### src/rtl/adc_seq_pkg.sv
package adc_seq_pkg;
   typedef enum logic [2:0] {
      S_IDLE = 3'd0,
      S_CONV = 3'd1,
      S_WAIT = 3'd2,
      S_READ = 3'd3,
      S_SEND = 3'd4
   } seq_state_t;

   localparam int unsigned BYTE_W = 8;
   localparam int unsigned MAX_SAMPLE_W = 16;
endpackage

### src/rtl/adc_seq_fsm.sv
module adc_seq_fsm
   import adc_seq_pkg::*;
#(
   parameter int unsigned CONV_CYC = 2,
   parameter int unsigned READ_CYC = 2
) (
   input  logic       clk,
   input  logic       rst_n,
   input  logic       start_evt,
   input  logic       done_evt,
   output seq_state_t state,
   output logic       latch_en,
   output logic       addr_step,
   output logic       byte_sel,
   output logic       ovr
);
   localparam int unsigned LONGEST = (CONV_CYC > READ_CYC) ? CONV_CYC : READ_CYC;
   localparam int unsigned CNT_W   = (LONGEST > 2) ? $clog2(LONGEST) : 1;
   localparam logic [CNT_W-1:0] CONV_LAST = CNT_W'(CONV_CYC - 1);
   localparam logic [CNT_W-1:0] READ_LAST = CNT_W'(READ_CYC - 1);
   localparam logic [CNT_W-1:0] SEND_LAST = CNT_W'(1);

   generate
      if (CONV_CYC < 2) begin : g_conv_bad
         $error("CONV_CYC must be at least 2");
      end
      if (READ_CYC < 1) begin : g_read_bad
         $error("READ_CYC must be at least 1");
      end
   endgenerate

   logic [CNT_W-1:0] cnt;

   always_ff @(posedge clk or negedge rst_n) begin
      if (!rst_n) begin
         state <= S_IDLE;
         cnt   <= '0;
         ovr   <= 1'b0;
      end else begin
         if (start_evt && (state != S_IDLE)) ovr <= 1'b1;
         unique case (state)
            S_IDLE: if (start_evt) begin
               state <= S_CONV;
               cnt   <= '0;
            end
            S_CONV: if (cnt == CONV_LAST) begin
               state <= S_WAIT;
               cnt   <= '0;
            end else begin
               cnt <= cnt + 1'b1;
            end
            S_WAIT: if (done_evt) begin
               state <= S_READ;
               cnt   <= '0;
            end
            S_READ: if (cnt == READ_LAST) begin
               state <= S_SEND;
               cnt   <= '0;
            end else begin
               cnt <= cnt + 1'b1;
            end
            S_SEND: if (cnt == SEND_LAST) begin
               state <= S_IDLE;
               cnt   <= '0;
            end else begin
               cnt <= cnt + 1'b1;
            end
            default: begin
               state <= S_IDLE;
               cnt   <= '0;
            end
         endcase
      end
   end

   assign latch_en  = (state == S_READ) && (cnt == READ_LAST);
   assign addr_step = (state == S_SEND) && (cnt == SEND_LAST);
   assign byte_sel  = cnt[0];


   ovr_sticky_chk: assert property (@(posedge clk) disable iff (!rst_n)
      ovr |=> ovr);

   ovr_set_chk: assert property (@(posedge clk) disable iff (!rst_n)
      (start_evt && state != S_IDLE) |=> ovr);

   wait_hold_chk: assert property (@(posedge clk) disable iff (!rst_n)
      (state == S_WAIT && !done_evt) |=> state == S_WAIT);
endmodule

### src/rtl/adc_mux_addr.sv
module adc_mux_addr #(
   parameter int unsigned ADDR_W = 8
) (
   input  logic              clk,
   input  logic              rst_n,
   input  logic              load,
   input  logic [ADDR_W-1:0] load_val,
   input  logic              step,
   output logic [ADDR_W-1:0] addr
);
   generate
      if (ADDR_W < 1 || ADDR_W > 16) begin : g_addr_bad
         $error("ADDR_W out of range");
      end
   endgenerate

   always_ff @(posedge clk or negedge rst_n) begin
      if (!rst_n)    addr <= '0;
      else if (load) addr <= load_val;
      else if (step) addr <= addr + 1'b1;
   end


   addr_hold_chk: assert property (@(posedge clk) disable iff (!rst_n)
      (!load && !step) |=> $stable(addr));

   addr_step_chk: assert property (@(posedge clk) disable iff (!rst_n)
      (!load && step) |=> addr == ADDR_W'($past(addr) + 1'b1));
endmodule

### src/rtl/adc_sample_pack.sv
module adc_sample_pack
   import adc_seq_pkg::*;
#(
   parameter int unsigned SAMPLE_W = 12
) (
   input  logic                clk,
   input  logic                rst_n,
   input  logic                latch_en,
   input  logic [SAMPLE_W-1:0] din,
   input  logic                byte_sel,
   output logic [BYTE_W-1:0]   byte_out
);
   localparam int unsigned PAD_W = MAX_SAMPLE_W - SAMPLE_W;

   generate
      if (SAMPLE_W < 1 || SAMPLE_W > MAX_SAMPLE_W) begin : g_w_bad
         $error("SAMPLE_W must be 1..16");
      end
   endgenerate

   logic [SAMPLE_W-1:0]     smp_q;
   logic [MAX_SAMPLE_W-1:0] smp_ext;

   always_ff @(posedge clk or negedge rst_n) begin
      if (!rst_n)        smp_q <= '0;
      else if (latch_en) smp_q <= din;
   end

   generate
      if (PAD_W == 0) begin : g_full
         assign smp_ext = smp_q;
      end else begin : g_pad
         assign smp_ext = {{PAD_W{1'b0}}, smp_q};
      end
   endgenerate

   assign byte_out = byte_sel ? smp_ext[BYTE_W-1:0] : smp_ext[MAX_SAMPLE_W-1:BYTE_W];


   smp_hold_chk: assert property (@(posedge clk) disable iff (!rst_n)
      !latch_en |=> $stable(smp_q));
endmodule

### src/rtl/adc_seq_ctrl.sv
module adc_seq_ctrl
   import adc_seq_pkg::*;
#(
   parameter int unsigned SAMPLE_W = 12,
   parameter int unsigned ADDR_W   = 8,
   parameter int unsigned CONV_CYC = 2,
   parameter int unsigned READ_CYC = 2
) (
   input  logic                clk,
   input  logic                rst_n,
   input  logic                cfg_cyclic,
   input  logic                cfg_done_sel,
   input  logic                cfg_addr_load,
   input  logic [ADDR_W-1:0]   cfg_start_addr,
   input  logic                start_req,
   input  logic                timer_tick,
   input  logic                done_trig,
   input  logic                adc_rdy,
   input  logic [SAMPLE_W-1:0] adc_data,
   output logic                adc_cs_n,
   output logic                adc_rc_n,
   output logic [ADDR_W-1:0]   mux_addr,
   output logic                out_valid,
   output logic [7:0]          out_byte,
   output logic                overrun
);
   seq_state_t state;
   logic start_evt, done_evt, latch_en, addr_step, byte_sel;

   assign start_evt = cfg_cyclic   ? timer_tick : start_req;
   assign done_evt  = cfg_done_sel ? done_trig  : adc_rdy;

   adc_seq_fsm #(.CONV_CYC(CONV_CYC), .READ_CYC(READ_CYC)) u_fsm (
      .clk(clk), .rst_n(rst_n), .start_evt(start_evt), .done_evt(done_evt),
      .state(state), .latch_en(latch_en), .addr_step(addr_step),
      .byte_sel(byte_sel), .ovr(overrun)
   );

   adc_mux_addr #(.ADDR_W(ADDR_W)) u_addr (
      .clk(clk), .rst_n(rst_n), .load(cfg_addr_load), .load_val(cfg_start_addr),
      .step(addr_step), .addr(mux_addr)
   );

   adc_sample_pack #(.SAMPLE_W(SAMPLE_W)) u_pack (
      .clk(clk), .rst_n(rst_n), .latch_en(latch_en), .din(adc_data),
      .byte_sel(byte_sel), .byte_out(out_byte)
   );

   assign adc_cs_n  = !((state == S_CONV) || (state == S_READ));
   assign adc_rc_n  = (state != S_CONV);
   assign out_valid = (state == S_SEND);


   conv_cs_chk: assert property (@(posedge clk) disable iff (!rst_n)
      !adc_rc_n |-> !adc_cs_n);

   conv_min_chk: assert property (@(posedge clk) disable iff (!rst_n)
      $fell(adc_rc_n) |=> !adc_rc_n);

   pair_chk: assert property (@(posedge clk) disable iff (!rst_n)
      $rose(out_valid) |=> out_valid);

   pair_end_chk: assert property (@(posedge clk) disable iff (!rst_n)
      (out_valid && $past(out_valid)) |=> !out_valid);
endmodule

### config.mk
export PLATFORM = sky130hd
export DESIGN_NAME = adc_seq_ctrl
export DESIGN_NICKNAME = d
export VERILOG_FILES = /design/src/rtl/adc_seq_pkg.sv /design/src/rtl/adc_seq_fsm.sv /design/src/rtl/adc_mux_addr.sv /design/src/rtl/adc_sample_pack.sv /design/src/rtl/adc_seq_ctrl.sv
export SDC_FILE = /design/constraint.sdc
export NUM_CORES = 1
export LEC_CHECK = 0
export BUFFER_PORTS_ARGS = -buffer_cell sky130_fd_sc_hd__buf_2
export CORE_UTILIZATION = 48
export DETAILED_ROUTE_END_ITERATION = 12
export PLACE_DENSITY = 0.78
export SETUP_SLACK_MARGIN = 0.2
export SLEW_MARGIN = 30
export SYNTH_ARGS = -nofsm -noshare
export SYNTH_HDL_FRONTEND = slang
export SYNTH_SLANG_ARGS = --single-unit
export TNS_END_PERCENT = 1
### constraint.sdc
create_clock -name clk -period 1.8 [get_ports clk]
set_input_delay 0.36 -clock clk [delete_from_list [all_inputs] [get_ports clk]]
set_output_delay 0.36 -clock clk [all_outputs]
set_load 0.01 [all_outputs]
Word-level counts from Yosys, hierarchy flattened --
Index checks and enable logic that the tools add are counted.
Operators by class: add/sub/neg operators 2, equality and inequality tests 10, muxes and demuxes 15, reduce and logical (&&, ||, !) cells 11
Operator list (number):
- 8-bit two-way mux | 3
- 3-bit two-way mux | 5
- 3-bit one-hot mux with 5 select lines | 1
- 8-bit by 1-bit adder with 8-bit output (second input constant) | 1
- 2-bit by 1-bit inequality test with 1-bit output (second input constant) | 4
- 3-bit by 2-bit equality test with 1-bit output (second input constant) | 2
- 1-bit two-way mux | 5
- 5-bit AND reduction | 1
- 3-bit by 1-bit equality test with 1-bit output (second input constant) | 1
- 3-bit equality test (second input constant) | 1
- 1-bit logical AND | 3
- 3-bit zero test | 1
- 3-bit by 1-bit inequality test with 1-bit output (second input constant) | 1
- 1-bit one-hot mux with 3 select lines | 1
- 3-bit nonzero test | 1
- 3-bit OR reduction | 1
- 2-bit inequality test (second input constant) | 1
- 2-bit AND reduction | 1
- 2-bit nonzero test | 1
- 1-bit adder (second input constant) | 1
- 1-bit zero test | 1
- 1-bit logical OR | 1
Word-level totals: bits in registers 25, input bits 29, output and inout port bits 20, logic and storage cells 43

Longest topological paths before layout --
depth after elaboration 4, gate-level depth with buffers 5, mapped depth without buffers 4

Modules after synthesis --
Synthesis repeated with hierarchy kept, for this count alone.
Second synthesis, totals: cell total of the unflattened synthesis 115, area, all modules 1318.8 µm²
By module, submodules not included:
- adc_sample_pack | times used 1, cells each 34, area an instance 559.3 µm², sequential area each 300.3 µm²
- adc_mux_addr | times used 1, cells each 49, area an instance 450.4 µm², sequential area each 200.2 µm²
- adc_seq_fsm | times used 1, cells each 27, area an instance 262.8 µm², sequential area each 125.1 µm²
- adc_seq_ctrl | times used 1, cells each 5, area an instance 46.3 µm², sequential area each 0.0 µm²

Worst setup path after synthesis --
OpenSTA, ideal clock, no wires.
path kind register to register, start register u_fsm.state[1], end register u_addr.addr[5], library setup time 0.082 ns, arrival time 1.436 ns, data required time 1.718 ns, setup slack 0.282 ns, stages on the path, launching flop included 6, buffers on the path 2, clock period less this slack 1.518 ns, path through dfrtp_1 -> buf_6 -> nand4bb_1 -> clkbuf_2 -> or4_1 -> a31oi_1
On the way: cells in the longest elaborated chain, start to end 3
RTL lines:
- start: declaration | RTL line adc_seq_fsm.sv:11 | output seq_state_t state,
- start signal: assignment | RTL line adc_seq_fsm.sv:36 | state <= S_IDLE;
- start signal: assignment | RTL line adc_seq_fsm.sv:43 | state <= S_CONV;
- start signal: assignment | RTL line adc_seq_fsm.sv:47 | state <= S_WAIT;
- 3-bit equality test | RTL line adc_seq_fsm.sv:77 | assign addr_step = (state == S_SEND) && (cnt == SEND_LAST);
- 1-bit logical AND | RTL line adc_seq_fsm.sv:77
- 2-bit nonzero test (no line)
- end signal: assignment | RTL line adc_mux_addr.sv:19 | else if (load) addr <= load_val;
- end signal: assignment | RTL line adc_mux_addr.sv:20 | else if (step) addr <= addr + 1'b1;
- end: declaration | RTL line adc_mux_addr.sv:9 | output logic [ADDR_W-1:0] addr
No other way between the ends. A chain may end at the register's enable or synchronous reset.

Worst setup path in the final report --
start register u_fsm.cnt (netlist: u_fsm.byte_sel), end output out_byte[1]
On the way: cells in the longest elaborated chain, start to end 1
RTL lines:
- start: declaration | RTL line adc_seq_fsm.sv:32 | logic [CNT_W-1:0] cnt;
- start signal: assignment | RTL line adc_seq_fsm.sv:50 | cnt <= cnt + 1'b1;
- start signal: assignment | RTL line adc_seq_fsm.sv:60 | cnt <= cnt + 1'b1;
- start signal: assignment | RTL line adc_seq_fsm.sv:66 | cnt <= cnt + 1'b1;
- 8-bit two-way mux | RTL line adc_sample_pack.sv:37 | assign byte_out = byte_sel ? smp_ext[BYTE_W-1:0] : smp_ext[MAX_SAMPLE_W-1:BYTE_W];
- end: declaration | RTL line adc_seq_ctrl.sv:24 | output logic [7:0] out_byte,
No other way between the ends.

==> results by group <==
Global routing
  • Initial antenna violation count: 0
  • GRT Overall Usage: 0.2234
  • Largest net degree at the start of global routing: 26
  • Vias in the first global route: between 1000 and 1500
  • GRT Residual Overflow: 0
  • First-pass GRT wire length: roughly 4.7 mm

Timing
  • Setup Skew: approximately 0.0048 ns
  • Final hold viol count: 0
  • Final Max Tran Viols: 0
  • RSZ-0062 raised after global routing: yes
  • Hold slack final: roughly 0.014 ns
  • Worst-Margin Slew: roughly 0.56 ns
  • Post-route minimum period: 1.686 ns
  • Setup-failing EPs final: 0
  • Max Freq: approximately 0.6 GHz
  • Relative slew margins: 0.6240
  • Fin Setup TNS: 0 ns
  • Crit share post-route: 0.9368

Floorplan
  • Die width: approximately 54 um
  • Row cnt: 18
  • Ports: slightly below 50
  • Initial Util: 0.5182
  • Die boundary height: 54.42 um
  • Core footprint: approximately 0.0025 mm^2
  • Die Area: 0.002961 mm^2

Setup path
  • Worst Path Required: 1.44 ns
  • Cell mode on critical path: buf_6
  • Worst R2R Setup Slack: around 0.20 ns
  • Setup CP Type: flop to primary output
  • Crit Path Max Fanout: 3
  • Worst Setup SP: u_fsm.byte_sel
  • Reg2reg start: u_fsm.state[0]
  • Crit-path max cell delay: between 0.4 and 0.5 ns
  • Slowest CP cell: dfrtp_1
  • Crit path cell chain: buf_6 -> mux2_4 -> buf_6
  • Crit. End Element: primary output
  • Startpoint Class: flop
  • Data arrival, critical path: about 1.3 ns

Logic synthesis
  • Synth Register Bits: 25
  • Area contributors post-synth: dfrtp_1, mux2_2, o21ai_0
  • Total number of yosys warnings: 0
  • Cell count after synthesis: ~120
  • Syn Area/Cell: ~11 um^2
  • Post-synthesis sequential area ratio: 0.4744
  • Syn Std Cell Area: 0.001319 mm^2
  • Synth top area share: 0.4744
  • Count of cell types in the netlist: 40
  • Cell taking the most area after synthesis: dfrtp_1
  • Syn_nets: about 150

Placed design
  • Placed instance area: 0.001597 mm^2
  • Cells after DPL: 197
  • Final Wtd Congestion: just under 0.8
  • I/O Buffers: 48
  • Dpl hpwl: around 2.2 mm

Pwr
  • VDD IR max: 1033 uV
  • P per Cell Area: 1411 mW/mm^2
  • Leak: approximately 0.81 nW

Final layout
  • Area Overhead vs Synth: 30.55%
  • Design area: 0.001722 mm^2
  • Final Util: 0.6765
  • Nets: between 200 and 250
  • Share of layout cells above drive strength 1: 0.4971
  • Fin cells: 205
  • N_diodes: 0

Run
  • # Max-Cap Violations: 0

Clocking
  • Total CTS buffers: 3
  • Clock-pin slew on the worst setup and hold paths: between 0.1 and 0.15 ns
  • Clock sink count: 25
  • CTS tree: yes
  • Deepest clock path buffer count: 2
  • Clock latency on the worst-skew pair: 0.31 ns
  • CTS H-tree depth: 1
  • Root Driver: clkbuf_4
  • # hold bufs at CTS: 0

Route
  • WL/cell: around 15 um
  • Drt pass-1 iters: 4
  • Post-DRT Antenna Nets: 0
  • Routed WL: roughly 3.0 mm
  • Via count: around 1100
  • DR vias/cell: between 5 and 6
  • DRC Markers: 0
  • Number of DRC markers in iteration 0: 12

Status
  • Status: finished clean

Hold path
  • Hold Crit Class: input pin to async pin
==> timing repair <==
item | CTS | global route
endpoints found under the setup margin | 7 | 13
buffers inserted | 4 | 0
resized for setup | 12 | 4
hold endpoints to repair | 0 | 0
==> critical path: cells and delay by family (launching register included) <==
| kind | cells | cell delay (ns) |
|---|---|---|
| mux | 1 | 0.30 |
| buf+inv | 2 | 0.27 |
| flops | 1 | 0.45 |
==> state kept, by name (all words and copies together) (netlist names) <==
register	cells
u_pack.smp_q	12
u_fsm.state	3
u_addr.addr	8
u_fsm.byte_sel	1
u_fsm.ovr	1
==> report_power, final <==
part	switching [mW]	internal, mW
sequential	0.156	0.767
combinational	0.516	0.738
clock	0.169	0.0829
==> per-layer routing <==
layer,share of wire,track usage
met2,0.54,0.3984
met4,0.012,0.05983
met3,0.033,0.03056
met5,0,0
met1,0.42,0.2795
==> path summary, 6_finish.rpt <==
path | cells after the start | endpoint
worst min register to register | 1 | u_fsm.ovr
min in group clk | 3 | u_addr.addr[0]
worst max register to register | 4 | u_addr.addr[4]
worst max-delay path | 3 | out_byte[1]
worst min-delay path | 1 | u_addr.addr[7]
max in group asynchronous | 1 | u_fsm.state[0]
==> synth_stat cells, drive strengths merged <==
cell     instances
or4              3
a21oi            1
or3              1
nand4bb          1
and4             2
mux2            18
mux2i            1
xor2             1
nand4b           1
a31oi            2
o21ai            7
xnor2            1
or2              2
a21o             1
nand4            1
o31ai            1
nor2b            3
or3b             1
o32ai            1
nor4             1
ha               1
a221oi           1
nand2            7
nand3            5
inv              3
o31a             1
nor4b            1
a211o            1
nor3b            2
nor2             5
buf              3
and4bb           1
nand2b           5
nand3b           1
and2             4
a221o            1
clkbuf           4
dfrtp           25
==> through the flow <==
| stage | total power, mW | worst slack, ns |
|---|---|---|
| after floorplan | 1.554 | 0.2820 |
| after global placement | 1.827 | 0.2868 |
| after detailed placement | 1.896 | 0.2664 |
| after CTS | 2.385 | 0.1094 |
| after global routing | 2.570 | 0.07363 |
| final | 2.429 | 0.1137 |
==> placed cells by master, fill, tap and decap left out, types with 2 or more instances in the layout <==
master	instances
buf_2	44
dfrtp_1	23
mux2_2	14
buf_6	8
nand2_1	7
o21ai_0	7
nand3_1	5
buf_4	5
and2_1	4
mux2_4	4
nand2b_1	4
nor2_1	4
inv_1	3
nor2b_1	3
or4_1	3
clkbuf_4	3
or2_2	2
nor3b_1	2
and4_1	2
a31oi_1	2
dfrtp_2	2
==> logic make-up (layout without fill, tap and decap cells) <==
family                   after synthesis  in the layout  synth area share
multiplexers                          19             19            0.1613
XOR/XNOR                               2              2           0.01329
flip-flops                            25             25            0.4744
buffers and inverters                 10             64           0.03700
AO/OA/AOI/OAI                         17             17           0.08539
AND/OR/NAND/NOR                       47             47            0.2192
adder cells (fa/ha/maj)                1              1          0.009486
==> cell type report <==
class / instances / area (um^2)
Fill cell: 214 / 823.3
Multi-Input combinational cell: 86 / 669.4
Sequential cell: 25 / 628.1
Timing Repair Buffer: 57 / 347.8
Tap cell: 30 / 37.54
Clock buffer: 3 / 22.52
Inverter: 3 / 11.26
Clock inverter: 1 / 5.005
Note: power is estimated with default switching activity, not from simulation.
